## src/rtl/wsa_pkg.sv

```systemverilog
package wsa_pkg;

  // Strobes from the control to the run-tracking datapath
  typedef struct packed {
    logic loadAddr;   // remember this line address as run tail
    logic dropAddr;   // forget the run tail
    logic stepRun;    // extend the run by one line
    logic startRun;   // begin a new run at position 1
    logic clearRun;   // no run in progress
  } runStrobes_t;

  localparam logic [1:0] CODE_OFF = 2'b11;

  // Both-levels limit in lines for a code
  function automatic logic [31:0] bothLimit(input logic [1:0] code);
    case (code)
      2'b00:   bothLimit = 32'd16;
      2'b01:   bothLimit = 32'd128;
      default: bothLimit = 32'd512;
    endcase
  endfunction

  // First-level limit in lines for a code
  function automatic logic [31:0] nearLimit(input logic [1:0] code);
    case (code)
      2'b00:   nearLimit = 32'd4;
      2'b01:   nearLimit = 32'd64;
      default: nearLimit = 32'd128;
    endcase
  endfunction

endpackage

```

## src/rtl/wsa_datapath.sv

```systemverilog
module wsa_datapath
  import wsa_pkg::*;
#(
  parameter int ADDR_W  = 40,
  parameter int CNT_SAT = 512,
  localparam int CNT_W  = $clog2(CNT_SAT + 1)
) (
  input  logic              clk,
  input  logic              rst,
  input  logic [ADDR_W-1:0] lineAddr,
  input  runStrobes_t       strb,
  output logic              isNext,
  output logic [CNT_W-1:0]  nextCount
);

  localparam logic [CNT_W-1:0] SAT_VAL = CNT_W'(CNT_SAT);

  logic [ADDR_W-1:0] lastAddr;
  logic              lastValid;
  logic [CNT_W-1:0]  runCount;

  assign isNext = lastValid && (lineAddr == lastAddr + ADDR_W'(1));

  always_comb begin
    nextCount = runCount;
    if (strb.clearRun)      nextCount = '0;
    else if (strb.startRun) nextCount = CNT_W'(1);
    else if (strb.stepRun)  nextCount = (runCount >= SAT_VAL) ? SAT_VAL : runCount + CNT_W'(1);
  end

  always_ff @(posedge clk) begin
    if (rst) begin
      lastAddr  <= '0;
      lastValid <= 1'b0;
      runCount  <= '0;
    end else begin
      runCount <= nextCount;
      if (strb.loadAddr) begin
        lastAddr  <= lineAddr;
        lastValid <= 1'b1;
      end else if (strb.dropAddr) begin
        lastValid <= 1'b0;
      end
    end
  end

endmodule

```

## src/rtl/wsa_control.sv

```systemverilog
module wsa_control
  import wsa_pkg::*;
#(
  parameter int CNT_SAT = 512,
  localparam int CNT_W  = $clog2(CNT_SAT + 1)
) (
  input  logic             clk,
  input  logic             rst,
  input  logic             reqValid,
  input  logic             fullLine,
  input  logic [1:0]       l1Code,
  input  logic [1:0]       l2Code,
  input  logic             isNext,
  input  logic [CNT_W-1:0] nextCount,
  output runStrobes_t      strb,
  output logic             outValid,
  output logic             allocL1,
  output logic             allocL2
);

  logic [31:0] runLen;
  logic        stopBoth;
  logic        stopNear;

  always_comb begin
    strb = '0;
    if (reqValid) begin
      if (fullLine) begin
        strb.loadAddr = 1'b1;
        if (isNext) strb.stepRun  = 1'b1;
        else        strb.startRun = 1'b1;
      end else begin
        strb.clearRun = 1'b1;
        strb.dropAddr = 1'b1;
      end
    end
  end

  assign runLen   = 32'(nextCount);
  assign stopBoth = (l2Code != CODE_OFF) && (runLen >= bothLimit(l2Code));
  assign stopNear = stopBoth || ((l1Code != CODE_OFF) && (runLen >= nearLimit(l1Code)));

  always_ff @(posedge clk) begin
    if (rst) begin
      outValid <= 1'b0;
      allocL1  <= 1'b0;
      allocL2  <= 1'b0;
    end else begin
      outValid <= reqValid;
      allocL2  <= reqValid && !stopBoth;
      allocL1  <= reqValid && !stopNear;
    end
  end

endmodule

```

## src/rtl/wsa_alloc_ctrl.sv

```systemverilog
module wsa_alloc_ctrl
  import wsa_pkg::*;
#(
  parameter int ADDR_W  = 40,
  parameter int CNT_SAT = 512
) (
  input  logic              clk,
  input  logic              rst,
  input  logic              reqValid,
  input  logic [ADDR_W-1:0] lineAddr,
  input  logic              fullLine,
  input  logic [1:0]        l1Code,
  input  logic [1:0]        l2Code,
  output logic              outValid,
  output logic              allocL1,
  output logic              allocL2
);

  localparam int CNT_W = $clog2(CNT_SAT + 1);

  runStrobes_t      strb;
  logic             isNext;
  logic [CNT_W-1:0] nextCount;

  wsa_datapath #(.ADDR_W(ADDR_W), .CNT_SAT(CNT_SAT)) u_dp (
    .clk(clk), .rst(rst), .lineAddr(lineAddr), .strb(strb),
    .isNext(isNext), .nextCount(nextCount)
  );

  wsa_control #(.CNT_SAT(CNT_SAT)) u_ctl (
    .clk(clk), .rst(rst), .reqValid(reqValid), .fullLine(fullLine),
    .l1Code(l1Code), .l2Code(l2Code), .isNext(isNext), .nextCount(nextCount),
    .strb(strb), .outValid(outValid), .allocL1(allocL1), .allocL2(allocL2)
  );

endmodule

```

## config.mk

```make
export PLATFORM = sky130hd
export DESIGN_NAME = wsa_alloc_ctrl
export DESIGN_NICKNAME = d
export VERILOG_FILES = /design/src/rtl/wsa_pkg.sv /design/src/rtl/wsa_datapath.sv /design/src/rtl/wsa_control.sv /design/src/rtl/wsa_alloc_ctrl.sv
export SDC_FILE = /design/constraint.sdc
export NUM_CORES = 1
export LEC_CHECK = 0
export BUFFER_PORTS_ARGS = -buffer_cell sky130_fd_sc_hd__buf_2
export CELL_PAD_IN_SITES_DETAIL_PLACEMENT = 0
export CELL_PAD_IN_SITES_GLOBAL_PLACEMENT = 1
export CORE_UTILIZATION = 46
export DETAILED_ROUTE_END_ITERATION = 8
export PLACE_DENSITY = 0.88
export SLEW_MARGIN = 0
export SYNTH_ARGS = -nofsm -noshare
export SYNTH_HDL_FRONTEND = slang
export SYNTH_SLANG_ARGS = --single-unit
```

## constraint.sdc

```tcl
create_clock -name clk -period 12.4 [get_ports clk]
set_clock_uncertainty 0.1 [all_clocks]
set_input_delay 1.24 -clock clk [delete_from_list [all_inputs] [get_ports clk]]
set_output_delay 1.24 -clock clk [all_outputs]
set_load 0.05 [all_outputs]
```

After elaboration in Yosys (flattened, before gate mapping):

Index checks and enable logic that the tools add are counted.
Widths: inputs -> output; s select.

* input port bits: 48
* bits in registers: 54
* logic and storage cells: 41
* output and inout port bits: 3

* $lt $le $gt $ge: 3
* reductions and logical operators: 11
* mux-type cells: 14
* add/subtract/negate cells: 2
* equal/unequal tests: 5

Operators by type and width (count)
* $add 40x1->40 const B: 1
* $eq 40x40->1: 1
* $mux 10: 4
* $pmux 10 s2: 1
* $pmux 8 s2: 1
* $add 10x1->10 const B: 1
* $ge 10x10->1: 1
* $ge 10x10->1 const B: 1
* $ge 10x8->1: 1
* $mux 1: 6
* $logic_and 1x1->1: 5
* $mux 5: 1
* $eq 2x1->1 const B: 2
* $logic_not 2->1: 2
* $ne 2x2->1 const B: 2
* $logic_not 1->1: 2
* $mux 2: 1
* $reduce_bool 2->1: 1
* $logic_or 1x1->1: 1

Longest topological paths before layout:

* depth in word-level cells: 14
* mapped depth: 19
* gate-level depth less buffers: 17

Modules after synthesis:

Synthesis repeated with hierarchy kept, for this count alone.

* cells, all modules: 437
* area total of the unflattened synthesis: 3674.8 um^2

Modules (own cells, without submodules)
* wsa_datapath: cells each 397, area each 3344.5 um^2, times used 1, seq. area each 1021.0 um^2
* wsa_control: cells each 40, area each 330.3 um^2, times used 1, seq. area each 60.1 um^2

Worst setup path after synthesis:

No wires, ideal clock.

* kind: input to register
* from: input lineAddr[24]
* to: register u_ctl.allocL1
* required time: 12.197 ns
* stages: 16
* data arrival time: 4.623 ns
* path slack: 7.573 ns
* cells stage by stage: xor2_1 -> a211o_1 -> a2111oi_0 -> o221ai_1 -> or4_1 -> nor4_2 -> buf_2 -> a31oi_1 -> or3_1 -> ha_1 -> nand3_1 -> nor4_1 -> nor3_1 -> nor3b_1 -> o211a_1 -> a2111oi_2

* cells in the longest elaborated chain, start to end: 13

RTL lines
* start, declared: line wsa_alloc_ctrl.sv:10 `input logic [ADDR_W-1:0] lineAddr,`
* $eq 40x40->1 (*): line wsa_datapath.sv:22 `assign isNext = lastValid && (lineAddr == lastAddr + ADDR_W'(1));`
* $logic_and 1x1->1 (*): line wsa_datapath.sv:22
* $mux 1: line wsa_control.sv:30 `if (isNext) strb.stepRun = 1'b1;`
* $mux 2 (*): line wsa_control.sv:28 `if (fullLine) begin`
* $mux 5 (*): line wsa_control.sv:27 `if (reqValid) begin`
* $mux 10: line wsa_datapath.sv:28 `else if (strb.stepRun) nextCount = (runCount >= SAT_VAL) ? SAT_VAL : runCount + CNT_W'(1);`
* $mux 10 (*): line wsa_datapath.sv:27 `else if (strb.startRun) nextCount = CNT_W'(1);`
* $mux 10 (*): line wsa_datapath.sv:26 `if (strb.clearRun) nextCount = '0;`
* $ge 10x10->1 / $ge 10x8->1 (equally long branches): line wsa_control.sv:40, wsa_control.sv:41
* $logic_and 1x1->1, on equally long branches: line wsa_control.sv:40, wsa_control.sv:41
* $logic_or 1x1->1 (*): line wsa_control.sv:41 `assign stopNear = stopBoth || ((l1Code != CODE_OFF) && (runLen >= nearLimit(l1Code)));`
* $logic_not 1->1 (*): line wsa_control.sv:51 `allocL1 <= reqValid && !stopNear;`
* $logic_and 1x1->1 (*): line wsa_control.sv:51
* end signal, assigned: line wsa_control.sv:51
* end, declared: line wsa_control.sv:17 `output logic allocL1,`

Every way passes the cells marked *; elsewhere a longest branch is shown, timed or not.
A chain may end at the register's enable or synchronous reset.

Final worst setup path:

* from: register u_dp.lastAddr[0]
* to: register u_ctl.allocL1

* cells in the longest elaborated chain, start to end: 14

RTL lines
* start, declared: line wsa_datapath.sv:18 `logic [ADDR_W-1:0] lastAddr;`
* start signal, assigned: line wsa_datapath.sv:39 `lastAddr <= lineAddr;`
* $add 40x1->40 (*): line wsa_datapath.sv:22
* $eq 40x40->1 (*): line wsa_datapath.sv:22
* $logic_and 1x1->1 (*): line wsa_datapath.sv:22
* $mux 1: line wsa_control.sv:30
* $mux 2 (*): line wsa_control.sv:28
* $mux 5 (*): line wsa_control.sv:27
* $mux 10: line wsa_datapath.sv:28
* $mux 10 (*): line wsa_datapath.sv:27
* $mux 10 (*): line wsa_datapath.sv:26
* $ge 10x10->1 / $ge 10x8->1 (equally long branches): line wsa_control.sv:40, wsa_control.sv:41
* $logic_and 1x1->1, on equally long branches: line wsa_control.sv:40, wsa_control.sv:41
* $logic_or 1x1->1 (*): line wsa_control.sv:41
* $logic_not 1->1 (*): line wsa_control.sv:51
* $logic_and 1x1->1 (*): line wsa_control.sv:51

Marks and branches as above.

==> flow_summary.toml <==
[cts]
cts.root.buffer_cell = "clkbuf_8"
tritoncts_clock_tree = "built"
post_cts.repair.setup_buffers = 0
max-clock-path-buffers = 2
clock_latency_at_the_later_pin_of_the_worst_skew_pair_ns = 0.32
clkSinkCount = 54
ctsHoldBuffers = 0
h-tree-depth = 2
cts.repair.resized = 0
clkTransAtPathRegs_ns = 0.10
tritoncts.num_buffers = 5

[sta]
final.hold.worst_slack_ns = 0.3814
tightestPinTransition_ns = 0.9799
tns_ns = 0
final.setup.worst_slack_ns = 6.682
slew_headroom_pct = 34.13
hold_viol = 0
period_minus_slack_ns = 5.718
rsz0062_at_grt = "false"
timing.final.crit_share_pct = 46.11
achievable_clock_frequency_mhz = 174.9
final-setup-viol-count = 0
drv_slew = 0

[place]
detailed_place.area_um2 = 4408
place_ws_ns = 6.433
port-buffer-count = 50
globalplace.congestion = 0.9071
dpl.cell_count = 687
hpwl_mm = 8.309

[worst_setup_path]
required_ns = 12.53
reg2reg_slack_ns = 6.68
crit_start = "u_dp.lastAddr[0]"
regToRegEndpoint = "u_ctl.allocL1"
critical_path.startpoint_type = "flop"
criticalPathCategory = "flop to flop"
worst_ep_arrival_time_ns = 5.84
timing.reg2reg.worst_path_depth = 16
cp_max_fo = 11
endpoint_kind = "flop"
r2r_start = "u_dp.lastAddr[0]"

[power_and_ir_drop]
pwr_density_cell_nw_per_um2 = 85.33
power.static_leakage_nw = 1.635
worst_ir_drop_vdd_mv = 0.04554
post-layout-total-power_uw = 385.4

[min_path]
worst_hold_path.num_cells = 2
hp-start = "u_dp.lastAddr[39]"
hold-path-endpoint = "u_dp.lastAddr[39]"
hold_path_class = "flop to flop"

[synthesis]
synth_enable_flop_cells = 0
post_synth_instance_area_um2 = 4135
syn_area_per_cell_um2 = 7.424
ys_seq_area_share_pct = 26.14
netlist_instances = 557
post_synthesis_register_bit_count = 54
synthesis.nets = 613
top_reg_cell_synth = "dfxtp_1"
ys_async_sr_fraction_pct = 0
yosysUniqueCellTypes = 69
number_of_synthesis_warnings = 0

[die]
die_height_um = 96.82
die_width_um = 96.82
site_row_count = 34
core_region_area_um2 = 8721
io_pins = 51
start_util_pct = 47.42
die_footprint_um2 = 9373

[final_layout]
post_layout_cell_count = 695
layout-drive-gt1-share_pct = 14.14
fin_util_pct = 51.79
diodes = 0
stdcell_area_um2 = 4517
nets = 642
num-fill-cells = 870
layout-area-overhead-vs-synth_pct = 9.228

[global_routing]
global_route.usage.met1_pct = 31.71
grt_overflow = 0
via_count_of_the_first_global_routing_pass = 3890
maximum_number_of_pins_on_one_net_before_global_route_repair = 50
grt.met3_usage_pct = 3.902
gr-usage-met2_pct = 40.52
grt_pass1_wl_mm = 18.91
top_usage_layer = "met2"
antenna_found_initial = 0
groute.usage.overall_pct = 24.33

[status]
run_status = "finished, final reports clean"

[routing]
postRouteAntennaNets = 0
via_count = 4198
post_dr_wirelength_cell_um = 16.14
finalWirelength_mm = 11.22
dr.first_iter.drc_count = 269
drcViolationCount = 0
post_drt_via_cell_ratio = 6.040
drt_pass1_iterations = 5

[flow_run]
timing.max_cap.violations = 0
## cell usage in the layout, fill, tap and decap left out, drive strengths merged, types with 4 or more instances in the layout
cell and instances:
ha 8, xor2 26, nor3 8, nor3b 5
clkbuf 5, nand3b 4, o21ai 11, nand4b 5
and4 7, nand4 23, nand3 26, o211ai 5
inv 7, nor4 14, mux2i 8, or4 8
and3 12, xnor2 27, buf 52, nor2 41
nand2 109, a21oi 50, a31oi 11, nor2b 8
dfxtp 54, nand2b 5
## cell type report
class / count / area, µm² / share of cell area, %
multi-input cells: 465 / 2897 / 64.13
flip-flops and latches: 54 / 1081 / 23.93
repair buffers: 52 / 265.3 / 5.873
well taps: 108 / 135.1 / 2.992
clock buffers: 5 / 68.82 / 1.524
clock inverters: 3 / 40.04 / 0.8864
inverters: 8 / 30.03 / 0.6648
## worst max-delay path: stages (launching register included)
cell and delay (ns):
dfxtp_1 0.48, ha_1 0.48, nand4_1 0.18, or4_4 0.56, or4_1 0.51, nand3_1 0.12
o211ai_2 0.14, nor4_2 0.88, a31oi_1 0.38, or3_1 0.51, ha_1 0.33, nand3_1 0.09
nor2_1 0.05, nor3_1 0.21, nor3b_1 0.07, o211a_1 0.25, a2111oi_2 0.26
## worst max path at each step
stage                                to  slack (ns)
after floorplan           u_ctl.allocL1        7.57
after global placement    u_ctl.allocL1        6.57
after detailed placement  u_ctl.allocL1        6.43
after CTS                 u_ctl.allocL1        6.77
after global routing      u_ctl.allocL1        6.36
final                     u_ctl.allocL1        6.68
## registers in the layout (all words and copies together) (netlist names)
name and count:
u_ctl.outValid 1, u_ctl.allocL1 1, u_dp.runCount 10, u_ctl.allocL2 1
u_dp.lastAddr 40, u_dp.lastValid 1
## layer usage
layer | share of wire (%) | vias up
li1 | - | 2062
met1 | 44 | 1967
met2 | 47 | 140
met3 | 5.6 | 29
met4 | 2.7 | 0
met5 | 0 | -
## kinds of logic (layout without fill, tap and decap cells)
logic type	after synthesis	in the layout	share of synthesized area, %
AND/OR/NAND/NOR	286	286	36.40
XOR/XNOR	54	54	11.80
buffers and inverters	38	68	3.812
adder cells (fa/ha/maj)	8	8	2.421
AO/OA/AOI/OAI	109	109	17.49
flip-flops	54	54	26.14
multiplexers	8	8	1.937
## report_power, final
part	switching (mW)	total, mW	internal, mW
clock	0.0634	0.123	0.0596
sequential	0.0113	0.192	0.180
combinational	0.0412	0.0707	0.0295
total	0.116	0.385	0.269
## cells in the mapped netlist (all sizes together) (4+ instances only)
cell	number	area, µm²
mux2i	8	80.08
nand2	109	409.1
xnor2	27	236.5
o211ai	5	47.54
dfxtp	54	1081
and3	12	75.07
ha	8	100.1
nor3b	5	37.54
nand2b	5	31.28
inv	7	26.28
a31oi	11	68.82
nand3b	4	30.03
o21ai	11	55.05
nand4	23	171.4
xor2	26	227.7
and4	7	61.31
buf	9	47.55
a21oi	50	257.8
nor3	8	45.04
or4	8	75.07
clkbuf	21	80.07
nand4b	5	43.79
nand3	26	140.1
nor2b	8	50.05
nor4	14	100.1
nor2	41	156.4
No activity file was read; power rests on OpenSTA's default activity.
